==> src/rtl/scope_seg_pkg.sv <==
package scope_seg_pkg;

   localparam int BCD_W = 4;
   localparam int LVL_W = 2;

   typedef logic [LVL_W-1:0] level_t;

   localparam level_t LVL_BLANK  = 2'd0;
   localparam level_t LVL_BOTTOM = 2'd1;
   localparam level_t LVL_MIDDLE = 2'd2;
   localparam level_t LVL_TOP    = 2'd3;

   typedef enum logic [1:0] {
      REG_NONE  = 2'd0,
      REG_LEFT  = 2'd1,
      REG_HSPAN = 2'd2,
      REG_RIGHT = 2'd3
   } region_e;

   typedef struct packed {
      logic top;
      logic up_right;
      logic lo_right;
      logic bottom;
      logic lo_left;
      logic up_left;
      logic middle;
   } seg7_t;

   function automatic seg7_t bcd_to_seg(input logic [BCD_W-1:0] bcd);
      seg7_t s;
      s = '0;
      unique case (bcd)
         4'd0: s = '{top:1'b1, up_right:1'b1, lo_right:1'b1, bottom:1'b1,
                     lo_left:1'b1, up_left:1'b1, middle:1'b0};
         4'd1: s = '{top:1'b0, up_right:1'b1, lo_right:1'b1, bottom:1'b0,
                     lo_left:1'b0, up_left:1'b0, middle:1'b0};
         4'd2: s = '{top:1'b1, up_right:1'b1, lo_right:1'b0, bottom:1'b1,
                     lo_left:1'b1, up_left:1'b0, middle:1'b1};
         4'd3: s = '{top:1'b1, up_right:1'b1, lo_right:1'b1, bottom:1'b1,
                     lo_left:1'b0, up_left:1'b0, middle:1'b1};
         4'd4: s = '{top:1'b0, up_right:1'b1, lo_right:1'b1, bottom:1'b0,
                     lo_left:1'b0, up_left:1'b1, middle:1'b1};
         4'd5: s = '{top:1'b1, up_right:1'b0, lo_right:1'b1, bottom:1'b1,
                     lo_left:1'b0, up_left:1'b1, middle:1'b1};
         4'd6: s = '{top:1'b1, up_right:1'b0, lo_right:1'b1, bottom:1'b1,
                     lo_left:1'b1, up_left:1'b1, middle:1'b1};
         4'd7: s = '{top:1'b1, up_right:1'b1, lo_right:1'b1, bottom:1'b0,
                     lo_left:1'b0, up_left:1'b0, middle:1'b0};
         4'd8: s = '{top:1'b1, up_right:1'b1, lo_right:1'b1, bottom:1'b1,
                     lo_left:1'b1, up_left:1'b1, middle:1'b1};
         4'd9: s = '{top:1'b1, up_right:1'b1, lo_right:1'b1, bottom:1'b1,
                     lo_left:1'b0, up_left:1'b1, middle:1'b1};
         default: s = '0;
      endcase
      return s;
   endfunction

endpackage

==> src/rtl/seg7_decoder.sv <==
module seg7_decoder
   import scope_seg_pkg::*;
(
   input  logic [BCD_W-1:0] bcd_i,
   output seg7_t            seg_o
);

   always_comb begin
      seg_o = bcd_to_seg(bcd_i);
   end

endmodule

==> src/rtl/slot_column_locator.sv <==
module slot_column_locator
   import scope_seg_pkg::*;
#(
   parameter int SLOT_W     = 10,
   parameter int NUM_DIGITS = 6,
   parameter int COL_W      = 100,
   parameter int VERT_W     = 20,
   parameter int START_SLOT = 100
) (
   input  logic [SLOT_W-1:0]           slot_i,
   input  logic [NUM_DIGITS*BCD_W-1:0] digits_i,
   output region_e                     region_o,
   output logic [BCD_W-1:0]            bcd_o
);

   localparam int OFF_W = $clog2(COL_W);
   localparam logic [OFF_W-1:0] HSPAN_LO = OFF_W'(VERT_W);
   localparam logic [OFF_W-1:0] HSPAN_HI = OFF_W'(COL_W - VERT_W);

   logic [NUM_DIGITS-1:0] hit;
   logic [OFF_W-1:0]      offs [NUM_DIGITS];

   for (genvar d = 0; d < NUM_DIGITS; d++) begin : g_col
      localparam logic [SLOT_W-1:0] COL_LO = SLOT_W'(START_SLOT + d*COL_W);
      localparam logic [SLOT_W-1:0] COL_HI = SLOT_W'(START_SLOT + (d+1)*COL_W - 1);
      logic [SLOT_W-1:0] rel;
      assign hit[d]  = (slot_i >= COL_LO) && (slot_i <= COL_HI);
      assign rel     = slot_i - COL_LO;
      assign offs[d] = rel[OFF_W-1:0];
   end

   logic             found;
   logic [OFF_W-1:0] off_sel;

   always_comb begin
      found   = 1'b0;
      off_sel = '0;
      bcd_o   = '0;
      for (int d = 0; d < NUM_DIGITS; d++) begin
         if (hit[d]) begin
            found   = 1'b1;
            off_sel = offs[d];
            bcd_o   = digits_i[d*BCD_W +: BCD_W];
         end
      end
   end

   always_comb begin
      if (!found)                   region_o = REG_NONE;
      else if (off_sel < HSPAN_LO)  region_o = REG_LEFT;
      else if (off_sel < HSPAN_HI)  region_o = REG_HSPAN;
      else                          region_o = REG_RIGHT;
   end

endmodule

==> src/rtl/segment_level_picker.sv <==
module segment_level_picker
   import scope_seg_pkg::*;
#(
   parameter int FRAME_W = 2
) (
   input  region_e             region_i,
   input  seg7_t               seg_i,
   input  logic [FRAME_W-1:0]  frame_i,
   input  logic                odd_slot_i,
   output level_t              level_o
);

   logic   up_lit, lo_lit;
   level_t vert_lvl;

   always_comb begin
      up_lit = 1'b0;
      lo_lit = 1'b0;
      if (region_i == REG_LEFT) begin
         up_lit = seg_i.up_left;
         lo_lit = seg_i.lo_left;
      end else if (region_i == REG_RIGHT) begin
         up_lit = seg_i.up_right;
         lo_lit = seg_i.lo_right;
      end
   end

   always_comb begin
      unique case ({up_lit, lo_lit})
         2'b11:   vert_lvl = odd_slot_i ? LVL_TOP    : LVL_BOTTOM;
         2'b10:   vert_lvl = odd_slot_i ? LVL_TOP    : LVL_MIDDLE;
         2'b01:   vert_lvl = odd_slot_i ? LVL_MIDDLE : LVL_BOTTOM;
         default: vert_lvl = LVL_BLANK;
      endcase
   end

   logic [1:0] bar_cnt;
   logic [1:0] pick;
   logic [1:0] seen;
   level_t     horiz_lvl;

   always_comb begin
      bar_cnt = 2'({1'b0, seg_i.top}) + 2'({1'b0, seg_i.middle}) + 2'({1'b0, seg_i.bottom});
      unique case (bar_cnt)
         2'd3:    pick = 2'(frame_i % FRAME_W'(3));
         2'd2:    pick = {1'b0, frame_i[0]};
         default: pick = 2'd0;
      endcase
   end

   always_comb begin
      horiz_lvl = LVL_BLANK;
      seen      = 2'd0;
      if (seg_i.top) begin
         if (seen == pick) horiz_lvl = LVL_TOP;
         seen = seen + 2'd1;
      end
      if (seg_i.middle) begin
         if (seen == pick) horiz_lvl = LVL_MIDDLE;
         seen = seen + 2'd1;
      end
      if (seg_i.bottom) begin
         if (seen == pick) horiz_lvl = LVL_BOTTOM;
      end
   end

   always_comb begin
      unique case (region_i)
         REG_HSPAN:           level_o = horiz_lvl;
         REG_LEFT, REG_RIGHT: level_o = vert_lvl;
         default:             level_o = LVL_BLANK;
      endcase
   end

endmodule

==> src/rtl/scope_digit_renderer.sv <==
module scope_digit_renderer
   import scope_seg_pkg::*;
#(
   parameter int SLOT_W      = 10,
   parameter int FRAME_W     = 2,
   parameter int NUM_DIGITS  = 6,
   parameter int COL_W       = 100,
   parameter int VERT_W      = 20,
   parameter int START_SLOT  = 100,
   parameter int SWEEP_SLOTS = 1000
) (
   input  logic                        clk_i,
   input  logic                        rst_ni,
   input  logic [SLOT_W-1:0]           slot_i,
   input  logic [FRAME_W-1:0]          frame_i,
   input  logic                        ms_pulse_i,
   input  logic [NUM_DIGITS*BCD_W-1:0] digits_i,
   output logic [LVL_W-1:0]            level_o,
   output logic                        trig_o
);

   localparam int END_SLOT = START_SLOT + NUM_DIGITS*COL_W;

   if (END_SLOT > SWEEP_SLOTS) begin : g_bad_fit
      $error("digit columns run past the end of the sweep");
   end
   if (SWEEP_SLOTS > (1 << SLOT_W)) begin : g_bad_slot_w
      $error("SLOT_W too narrow for SWEEP_SLOTS");
   end
   if (2*VERT_W >= COL_W) begin : g_bad_vert
      $error("vertical strips leave no horizontal span");
   end
   if (FRAME_W < 2) begin : g_bad_frame
      $error("FRAME_W must cover three frames");
   end
   if (NUM_DIGITS < 1) begin : g_bad_num
      $error("NUM_DIGITS must be at least 1");
   end

   region_e          region;
   logic [BCD_W-1:0] bcd;
   seg7_t            seg;
   level_t           level_d;

   slot_column_locator #(
      .SLOT_W     (SLOT_W),
      .NUM_DIGITS (NUM_DIGITS),
      .COL_W      (COL_W),
      .VERT_W     (VERT_W),
      .START_SLOT (START_SLOT)
   ) u_locate (
      .slot_i   (slot_i),
      .digits_i (digits_i),
      .region_o (region),
      .bcd_o    (bcd)
   );

   seg7_decoder u_dec (
      .bcd_i (bcd),
      .seg_o (seg)
   );

   segment_level_picker #(
      .FRAME_W (FRAME_W)
   ) u_pick (
      .region_i   (region),
      .seg_i      (seg),
      .frame_i    (frame_i),
      .odd_slot_i (slot_i[0]),
      .level_o    (level_d)
   );

   always_ff @(posedge clk_i) begin
      if (!rst_ni) begin
         level_o <= LVL_BLANK;
         trig_o  <= 1'b0;
      end else begin
         level_o <= level_d;
         trig_o  <= ms_pulse_i;
      end
   end

endmodule

==> config.mk <==
export PLATFORM = sky130hd
export DESIGN_NAME = scope_digit_renderer
export DESIGN_NICKNAME = d
export VERILOG_FILES = /design/src/rtl/scope_seg_pkg.sv /design/src/rtl/seg7_decoder.sv /design/src/rtl/slot_column_locator.sv /design/src/rtl/segment_level_picker.sv /design/src/rtl/scope_digit_renderer.sv
export SDC_FILE = /design/constraint.sdc
export NUM_CORES = 1
export LEC_CHECK = 0
export CORE_MARGIN = 4
export CORE_UTILIZATION = 55
export DETAILED_ROUTE_END_ITERATION = 12
export DONT_BUFFER_PORTS = 1
export GPL_ROUTABILITY_DRIVEN = 0
export PLACE_DENSITY = 0.73
export REMOVE_ABC_BUFFERS = 1
export SLEW_MARGIN = 20
export SYNTH_ARGS = -nofsm -noshare
export SYNTH_HDL_FRONTEND = slang
export SYNTH_SLANG_ARGS = --single-unit
==> constraint.sdc <==
create_clock -name clk_i -period 5 [get_ports clk_i]
set_clock_uncertainty 0.05 [all_clocks]
set_input_delay 0.5 -clock clk_i [delete_from_list [all_inputs] [get_ports clk_i]]
set_output_delay 0.5 -clock clk_i [all_outputs]
set_load 0.01 [all_outputs]
==> results of run 1 <==
[layout make-up]
class	count	area share
tap	46	0.0230
inverter	14	0.0240
sequential	3	0.0240
multi-input combinational	242	0.773
timing repair buffer	46	0.138
clock buffer	4	0.0180
[timing repair]
| action | in CTS | in global routing |
|---|---|---|
| setup buffers | 0 | 8 |
| resized for setup | 0 | 22 |
| setup endpoints to repair | 0 | 2 |
[synth_stat cells, types with 2 or more instances]
cell type,count,area (um^2)
a211o_1,3,26.3
a211oi_1,6,45.0
a21o_1,13,97.6
a21oi_1,11,55.1
a21oi_2,3,26.3
a221oi_1,3,26.3
a22oi_1,2,15.0
a31o_2,4,35.0
a31oi_1,5,31.3
a31oi_2,2,25.0
and2_1,5,31.3
and3_1,5,31.3
and4b_1,2,20.0
buf_2,6,30.0
buf_4,4,30.0
dfxtp_1,3,60.1
ha_1,20,250
inv_1,14,52.6
mux2i_1,4,40.0
nand2_1,19,71.3
nand2b_1,5,31.3
nand3_1,6,30.0
nand3b_1,2,15.0
nand4_1,5,31.3
nor2_1,23,86.3
nor2_4,2,22.5
nor2b_1,2,12.5
nor3_1,8,40.0
nor3b_1,2,15.0
o2111ai_1,3,26.3
o21ai_0,10,50.1
o21ai_2,2,17.5
o221ai_1,2,17.5
o22a_1,3,26.3
o22ai_1,3,18.8
o311ai_0,3,26.3
or2_1,2,12.5
or4_1,2,15.0
xnor2_1,7,61.3
xor2_1,3,26.3
[power by group through the flow]
stage                     combinational (uW)  clock, uW  sequential, uW
final                                    374       74.7            36.0
after detailed placement                 327          0            36.4
after global placement                   323          0            36.4
after floorplan                          236          0            35.0
after CTS                                330       74.1            36.1
after global routing                     403       77.3            36.5
[metrics by stage]
step	setup slack [ps]	cell area (um^2)	total power (uW)	setup TNS [ps]
global route	-78.9	2500	517	-78.9
CTS	58.9	2340	440	0
detailed placement	-77.6	2290	364	-77.6
floorplan	-69.5	1950	271	-69.5
global placement	-13.1	2290	360	-13.1
finish	117	2500	484	0
[sequential cells by signal (all words and copies together) (netlist names)]
signal and flops:
level_o 2, trig_o 1
[path summary, 6_finish.rpt]
path / end / slack [ps] / cells after the start
setup / recovery: level_o[1]$_SDFF_PN0_ / 120 / 22
hold / removal: trig_o$_SDFF_PN0_ / 350 / 1
[worst max-delay path, cell delays in order]
cell and delay, ps:
clkinvlp_4 140, ha_4 210, a21o_1 200, buf_4 140
o21ai_0 310, nand2_1 230, and2_1 250, or2_1 260
ha_1 310, nor3_2 50, o21bai_2 230, a21o_1 180
fa_1 530, nand2_1 70, and2_1 190, nand3b_1 80
nand2_1 60, a22oi_2 160, nor2_1 70, a21o_1 180
or4_1 510, o21ai_0 110
[metal layers]
layer,routed length (um),share of wire
met4,81,0.012
met2,3040,0.44
met1,3170,0.45
met3,695,0.099
met5,0,0
[cell families after synthesis]
group,after synthesis,share of synthesized area
adders and majority gates,21,0.133
and+or+nand+nor,102,0.289
AOI/OAI and AO/OA,105,0.422
buffers and inverters,26,0.0630
DFF,3,0.0297
xor gates and xnor gates,10,0.0433
muxes,4,0.0198
==> flow_summary.toml, run 1 <==
[run_status]
outcome = "finished clean"

[route]
vias = 2431
wl_per_cell_um = 19.7
drt_wl_total_um = 6990
drtIter0Drc = 330
drc = 0
vias_per_cell = 6.85
firstDrtPassIters = 5
antenna_left = 0

[clock_network]
clk_path_buf_depth = 2
cts.clk_slew.worst_paths_ps = 40
htree_levels = 1
root_buffer = "clkbuf_8"
cts_hold_buffers = 0
cts_tree = "yes"
clock-sinks = 3
cts_made_buffers = 3

[power]
leakage_uw = 0.00104
p_sw_uw = 223
power_frac_seq = 0.074
pwr_density_cell_nw_per_um2 = 194
intPower_uw = 261
p_sw_frac = 0.461
p_clk_frac = 0.154
max-vdd-ir-drop_mv = 0.158
comb_power_share = 0.771

[finish]
drive_gt1_frac = 0.301
fillers = 264
finalCoreUtilization = 0.727
diodes = 0
area_growth_pct = 23.6
layout_commonest_cell = "buf_4"
regArea_um2 = 60.1
fin_nets = 370
most-common-layout-cells = "46 x buf_4, 22 x nor2_1, 19 x nand2_1"
fin_cells = 355
multi_input_area_um2 = 1930

[floorplan]
io_pins = 42
die_area_um2 = 4720
rows = 21
initial_core_util = 0.588
core_area_um2 = 3440
die-width_um = 68.7
die_h_um = 68.7

[timing]
hold_viol = 0
tightest_slew_ps = 619
setup-violations-final = 0
slew_viol_final = 0
hold_ws_ps = 351
min_period_ps = 4880
final.period_utilization = 0.977
fmax_mhz = 205
maxSlewHeadroom = 0.586

[logic_synthesis]
synth_edf_count = 0
synthArstFlopShare = 0
ys_ff_latch = 3
synth.avg_cell_area_um2 = 7.47
netlist_instances = 271
ys.warnings.count = 0
netlist_area_um2 = 2020
synth_cell_types = 82
ys.flop_type = "dfxtp_1"
synth-seq-area-share = 0.0297

[global_routing]
use_met2 = 0.446
grt_usage = 0.286
use_met1 = 0.417
grt-busiest-layer = "met2"
antenna_found_initial = 0
grt_pass1_wl_um = 10300
grt_max_degree = 23
grt_overflow_total = 0
grt_pass1_vias = 2116
use_met3 = 0.0616

[worst_hold_path]
worstHoldStart = "ms_pulse_i"
min_path_type = "primary input to flop"

[worst_setup_path]
crit_arrival_ps = 4970
required_ps = 5090
startpoint_type = "primary input"
worstPathMaxFanout = 10
criticalPathCategory = "primary input to flop"
cp-startpoint = "slot_i[5]"
end_kind = "flop"

[place]
place_inst = 343
dpl.hpwl_um = 5450
placement.io_buffers = 0

[job]
drv_cap = 0
(Power assumes the default switching activity.)
==> run 2: changes to the inputs <==
--- a/config.mk
+++ b/config.mk
@@ -5,14 +5,18 @@
 export SDC_FILE = /design/constraint.sdc
 export NUM_CORES = 1
 export LEC_CHECK = 0
+export CAP_MARGIN = 20
+export CELL_PAD_IN_SITES_DETAIL_PLACEMENT = 1
+export CELL_PAD_IN_SITES_GLOBAL_PLACEMENT = 2
 export CORE_MARGIN = 4
-export CORE_UTILIZATION = 55
+export CORE_UTILIZATION = 33
 export DETAILED_ROUTE_END_ITERATION = 12
 export DONT_BUFFER_PORTS = 1
 export GPL_ROUTABILITY_DRIVEN = 0
-export PLACE_DENSITY = 0.73
+export PLACE_DENSITY = 0.77
 export REMOVE_ABC_BUFFERS = 1
 export SLEW_MARGIN = 20
 export SYNTH_ARGS = -nofsm -noshare
 export SYNTH_HDL_FRONTEND = slang
+export SYNTH_HIERARCHICAL = 1
 export SYNTH_SLANG_ARGS = --single-unit
==> flow_summary.toml, run 2 <==
[logic_synthesis]
synth_most_common_cell = "ha_1"
ys.flop_type = "dfxtp_1"
synthArstFlopShare = 0
synth-seq-area-share = 0.0322
ys.warnings.count = 6
synth.largest_area_cell = "ha_1"
synth_edf_count = 0
synth_top_area_frac = 0.148
netlist_area_um2 = 1860
netlist_instances = 245
ys_top_cells_by_area = "ha_1 15%, xnor2_1 5.2%, a21oi_1 4.0%"
ys_ff_latch = 3
synth_cell_types = 68
synth.avg_cell_area_um2 = 7.60
synth_commonest_cells = "22 x ha_1, 16 x nand2_1, 15 x a21oi_1, 15 x inv_1, 14 x o21ai_0"

[clock_network]
clock-sinks = 3
cts.clk_slew.worst_paths_ps = 30
cts_resized = 0
clk_path_buf_depth = 2
cts_tree = "yes"
root_buffer = "clkbuf_8"
post-cts-setup-buffers = 0
htree_levels = 1
cts_hold_buffers = 0
cts_made_buffers = 3

[worst_hold_path]
min_path_type = "primary input to flop"
worstHoldStart = "rst_ni"
holdPathStages = 1
holdPathEnd = "level_o[1]$_SDFF_PN0_"

[worst_setup_path]
cp_num_buf_inv = 3
crit_chain = "inv_1, ha_1, and3_1, nand4_1, a21oi_1, and2_2, buf_4, o21ai_0, mux2i_1, a21oi_2, ha_1, nor2_1, a21oi_1, o22ai_1, inv_1, fa_1, nor2b_4, nor4b_2, o311a_1, o41ai_2, and2_1"
worstPathMaxFanout = 10
end_kind = "flop"
cpPeakStageDelay_ps = 510
cp_top_family = "compound AO/OA/AOI/OAI gates"
criticalPathCategory = "primary input to flop"
crit_arrival_ps = 4710
required_ps = 5110
startpoint_type = "primary input"
cp_slowest_cell = "fa_1"

[route]
drtIter0Drc = 80
drt_wl_total_um = 5970
vias = 1921
firstDrtPassIters = 4
antenna_left = 0
vias_per_cell = 5.87
drc = 0
wl_per_cell_um = 18.3

[global_routing]
antenna_found_initial = 0
grt_pass1_vias = 1933
grt_overflow_total = 0
grt_pass1_wl_um = 9840
grt_usage = 0.169
grt_max_degree = 20

[run_status]
outcome = "finished clean"

[timing]
tightest_slew_ps = 633
fmax_mhz = 217
min_period_ps = 4600
hold_viol = 0
rsz0062_at_grt = "false"
maxSlewHeadroom = 0.567
final.period_utilization = 0.921
setup-violations-final = 0
slew_viol_final = 0

[job]
drv_cap = 0

[power]
pwr_density_cell_nw_per_um2 = 218
total_power_uw = 450
max-vdd-ir-drop_mv = 0.183
leakage_uw = 0.000853

[floorplan]
die_area_um2 = 6910
initial_core_util = 0.338
io_pins = 42
die-width_um = 83.1
die_h_um = 83.1
rows = 27
core_area_um2 = 5510

[place]
place_inst = 323
placement.io_buffers = 0
dpl.hpwl_um = 4930

[finish]
fin_nets = 318
fin_cells = 327
largest-register = "level_o"
area_growth_pct = 10.7
reg_top3 = "level_o (2), trig_o (1)"
diodes = 0
largest_reg_flops = 2
most-common-layout-cells = "21 x ha_1, 18 x buf_4, 16 x nand2_1"
layout_commonest_cell = "ha_1"
drive_gt1_frac = 0.192
run 2: through the flow:
step	hold slack, ps	TNS [ps]	setup WS [ps]	instance area (um^2)	utilization
2_1_floorplan	572	0	104	1760	-
3_3_place_gp	576	0	67.8	1990	0.361
3_5_place_dp	577	-66.8	-46.0	1990	0.361
4_1_cts	355	0	167	2030	0.369
5_1_grt	360	0	55.4	2060	0.375
6_report	359	0	396	2060	0.375
run 2: how the worst max path moves through the flow:
stage                                       end  slack, ps      start  depth (start not counted)
after floorplan           level_o[1]$_SDFF_PN0_        100  slot_i[4]                         22
after global routing      level_o[1]$_SDFF_PN0_         60  slot_i[4]                         22
after detailed placement  level_o[1]$_SDFF_PN0_        -50  slot_i[4]                         21
final                     level_o[1]$_SDFF_PN0_        400  slot_i[4]                         21
after CTS                 level_o[1]$_SDFF_PN0_        170  slot_i[4]                         21
after global placement    level_o[1]$_SDFF_PN0_         70  slot_i[4]                         21
run 2: routing by layer:
layer  track usage  up-vias  routed length (um)
li1              -      943                   -
met1         0.225      925                2920
met2         0.294       45                2800
met3        0.0208        8                 204
met4        0.0267        0                  50
met5             0        -                   0
run 2: report_power, final:
part	internal [uW]	switching, uW	leakage, uW
Combinational	158	187	0.000806
Clock	54.3	15.1	0.0000228
Sequential	30.9	5.53	0.0000249
Total	243	207	0.000853
run 2: final cells by class:
type                       instances  area (um^2)
fill                             686         3440
multi-input combinational        214         1670
timing repair buffer              18          135
tap                               72         90.1
sequential                         3         60.1
inverter                          16         60.1
clock buffer                       4         45.0
run 2: kinds of logic after synthesis:
logic type	Yosys count	share of synthesized area
simple gates	82	0.263
flops	3	0.0322
mux	9	0.0497
buf+inv	28	0.0860
xor+xnor	13	0.0611
fa+ha+maj	23	0.158
compound gates	87	0.349
==> run 3: changes to the inputs <==
--- a/config.mk
+++ b/config.mk
@@ -15,7 +15,7 @@
 export GPL_ROUTABILITY_DRIVEN = 0
 export PLACE_DENSITY = 0.77
 export REMOVE_ABC_BUFFERS = 1
-export SLEW_MARGIN = 20
+export SLEW_MARGIN = 30
 export SYNTH_ARGS = -nofsm -noshare
 export SYNTH_HDL_FRONTEND = slang
 export SYNTH_HIERARCHICAL = 1
==> constraint.sdc (replaced) <==
create_clock -name clk_i -period 5 [get_ports clk_i]
set_clock_uncertainty 0.05 [all_clocks]
set_input_delay 1 -clock clk_i [delete_from_list [all_inputs] [get_ports clk_i]]
set_output_delay 1 -clock clk_i [all_outputs]
set_load 0.01 [all_outputs]
==> flow_summary.toml, run 3 (synthesis results as in run 2) <==
[route]
antenna_left = 0
drc = 0
drtIter0Drc = 104
wl_per_cell_um = 17.8
vias = 2070
drt_wl_total_um = 6510
vias_per_cell = 5.67
firstDrtPassIters = 4

[timing]
finalSetupTns_ps = 0
final.period_utilization = 0.968
tightest_slew_ps = 549
setup_slack_ps = 158
maxSlewHeadroom = 0.633
min_period_ps = 4840
setup-violations-final = 0
fmax_mhz = 207
hold_viol = 0
slew_viol_final = 0
hold_ws_ps = 848

[clock_network]
htree_levels = 1
cts.clk_slew.worst_paths_ps = 30
clock-sinks = 3
cts_hold_buffers = 0
cts_made_buffers = 3
root_buffer = "clkbuf_8"
cts_tree = "yes"
clk_path_buf_depth = 2

[worst_setup_path]
crit_arrival_ps = 4910
required_ps = 5070
cpPeakStageDelay_ps = 550
worstPathMaxFanout = 10
criticalPathCategory = "primary input to flop"
end_kind = "flop"
crit_chain = "clkinvlp_4, buf_4, ha_4, a21o_1, a21oi_4, or2_4, buf_4, a22oi_2, o21ai_0, mux2i_1, a21oi_2, inv_1, ha_1, inv_1, o22ai_2, inv_1, fa_1, nor2b_4, buf_4, o31ai_2, o311a_1, o41ai_2, and2_1"
cp_slowest_cell = "fa_1"
startpoint_type = "primary input"

[finish]
drive_gt1_frac = 0.345
layout_commonest_cell = "buf_4"
fin_nets = 356
largest-register = "level_o"
largest_reg_flops = 2
reg_top3 = "level_o (2), trig_o (1)"
area_growth_pct = 32.0
most-common-layout-cells = "56 x buf_4, 19 x ha_1, 16 x nand2_1"
diodes = 0

[floorplan]
core_area_um2 = 5510
die-width_um = 83.1
initial_core_util = 0.338
die_h_um = 83.1
rows = 27
die_area_um2 = 6910
io_pins = 42

[place]
placement.io_buffers = 0
dp_slack_ps = -475
dpl.hpwl_um = 5260

[global_routing]
use_met2 = 0.318
grt_pass1_wl_um = 10700
use_met1 = 0.232
grt_pass1_vias = 2160
grt_overflow_total = 0
grt_max_degree = 20
use_met3 = 0.0298
antenna_found_initial = 0
grt-busiest-layer = "met2"
grt_usage = 0.183

[power]
pwr_density_cell_nw_per_um2 = 222
leakage_uw = 0.00105
max-vdd-ir-drop_mv = 0.148

[worst_hold_path]
holdPathStages = 1
min_path_type = "primary input to flop"

[run_status]
outcome = "finished clean"

[job]
drv_cap = 0
run 3: cell types whose count changed in the layout (fill, tap and decap cells not counted), sizes merged:
cell	delta
clkinvlp	+2
buf	+38
inv	-2
run 3: timing repair:
action                     4_1_cts  5_1_grt
setup endpoints to repair        2        2
pin swaps                        0       14
resized for setup                7       23
setup buffers                    0        1
cloned                           0        0
run 3: power by group:
group	total, uW	switching [uW]	internal [uW]
combinational	437	213	223
sequential	36.4	5.51	30.9
clock	73.7	19.0	54.6
total	547	238	309
run 3: stage by stage:
step           area [um^2]  power, uW   util  std cells
6_report              2460        547  0.447        365
5_1_grt               2460        595  0.447        365
4_1_cts               2340        518  0.425        364
3_5_place_dp          2270        431  0.411        360
3_3_place_gp          2270        416  0.411        360
2_1_floorplan         1760        288      -        233
run 3: path summary, 6_finish.rpt:
kind,startpoint,endpoint
worst max-delay path,slot_i[4],level_o[1]$_SDFF_PN0_
worst min-delay path,rst_ni,level_o[1]$_SDFF_PN0_
run 3: layout make-up:
class / instances / area (um^2)
fillers: 679 / 3050
multi-input cells: 214 / 1780
repair buffers: 56 / 420
well taps: 72 / 90.1
inverters: 16 / 67.6
flip-flops and latches: 3 / 60.1
clock buffers: 4 / 45.0
run 3: worst max-delay path: cells and delay by family:
| kind | cells | cell delay (ps) |
|---|---|---|
| adder cells (fa/ha/maj) | 3 | 1020 |
| AO/OA/AOI/OAI | 9 | 1590 |
| buffers and inverters | 7 | 750 |
| multiplexers | 1 | 120 |
| AND/OR/NAND/NOR | 3 | 430 |
run 3: per-layer routing:
metal	vias up	routed length, um
li1	1012	-
met1	1005	2920
met2	47	3260
met3	6	267
met4	0	63
met5	-	0
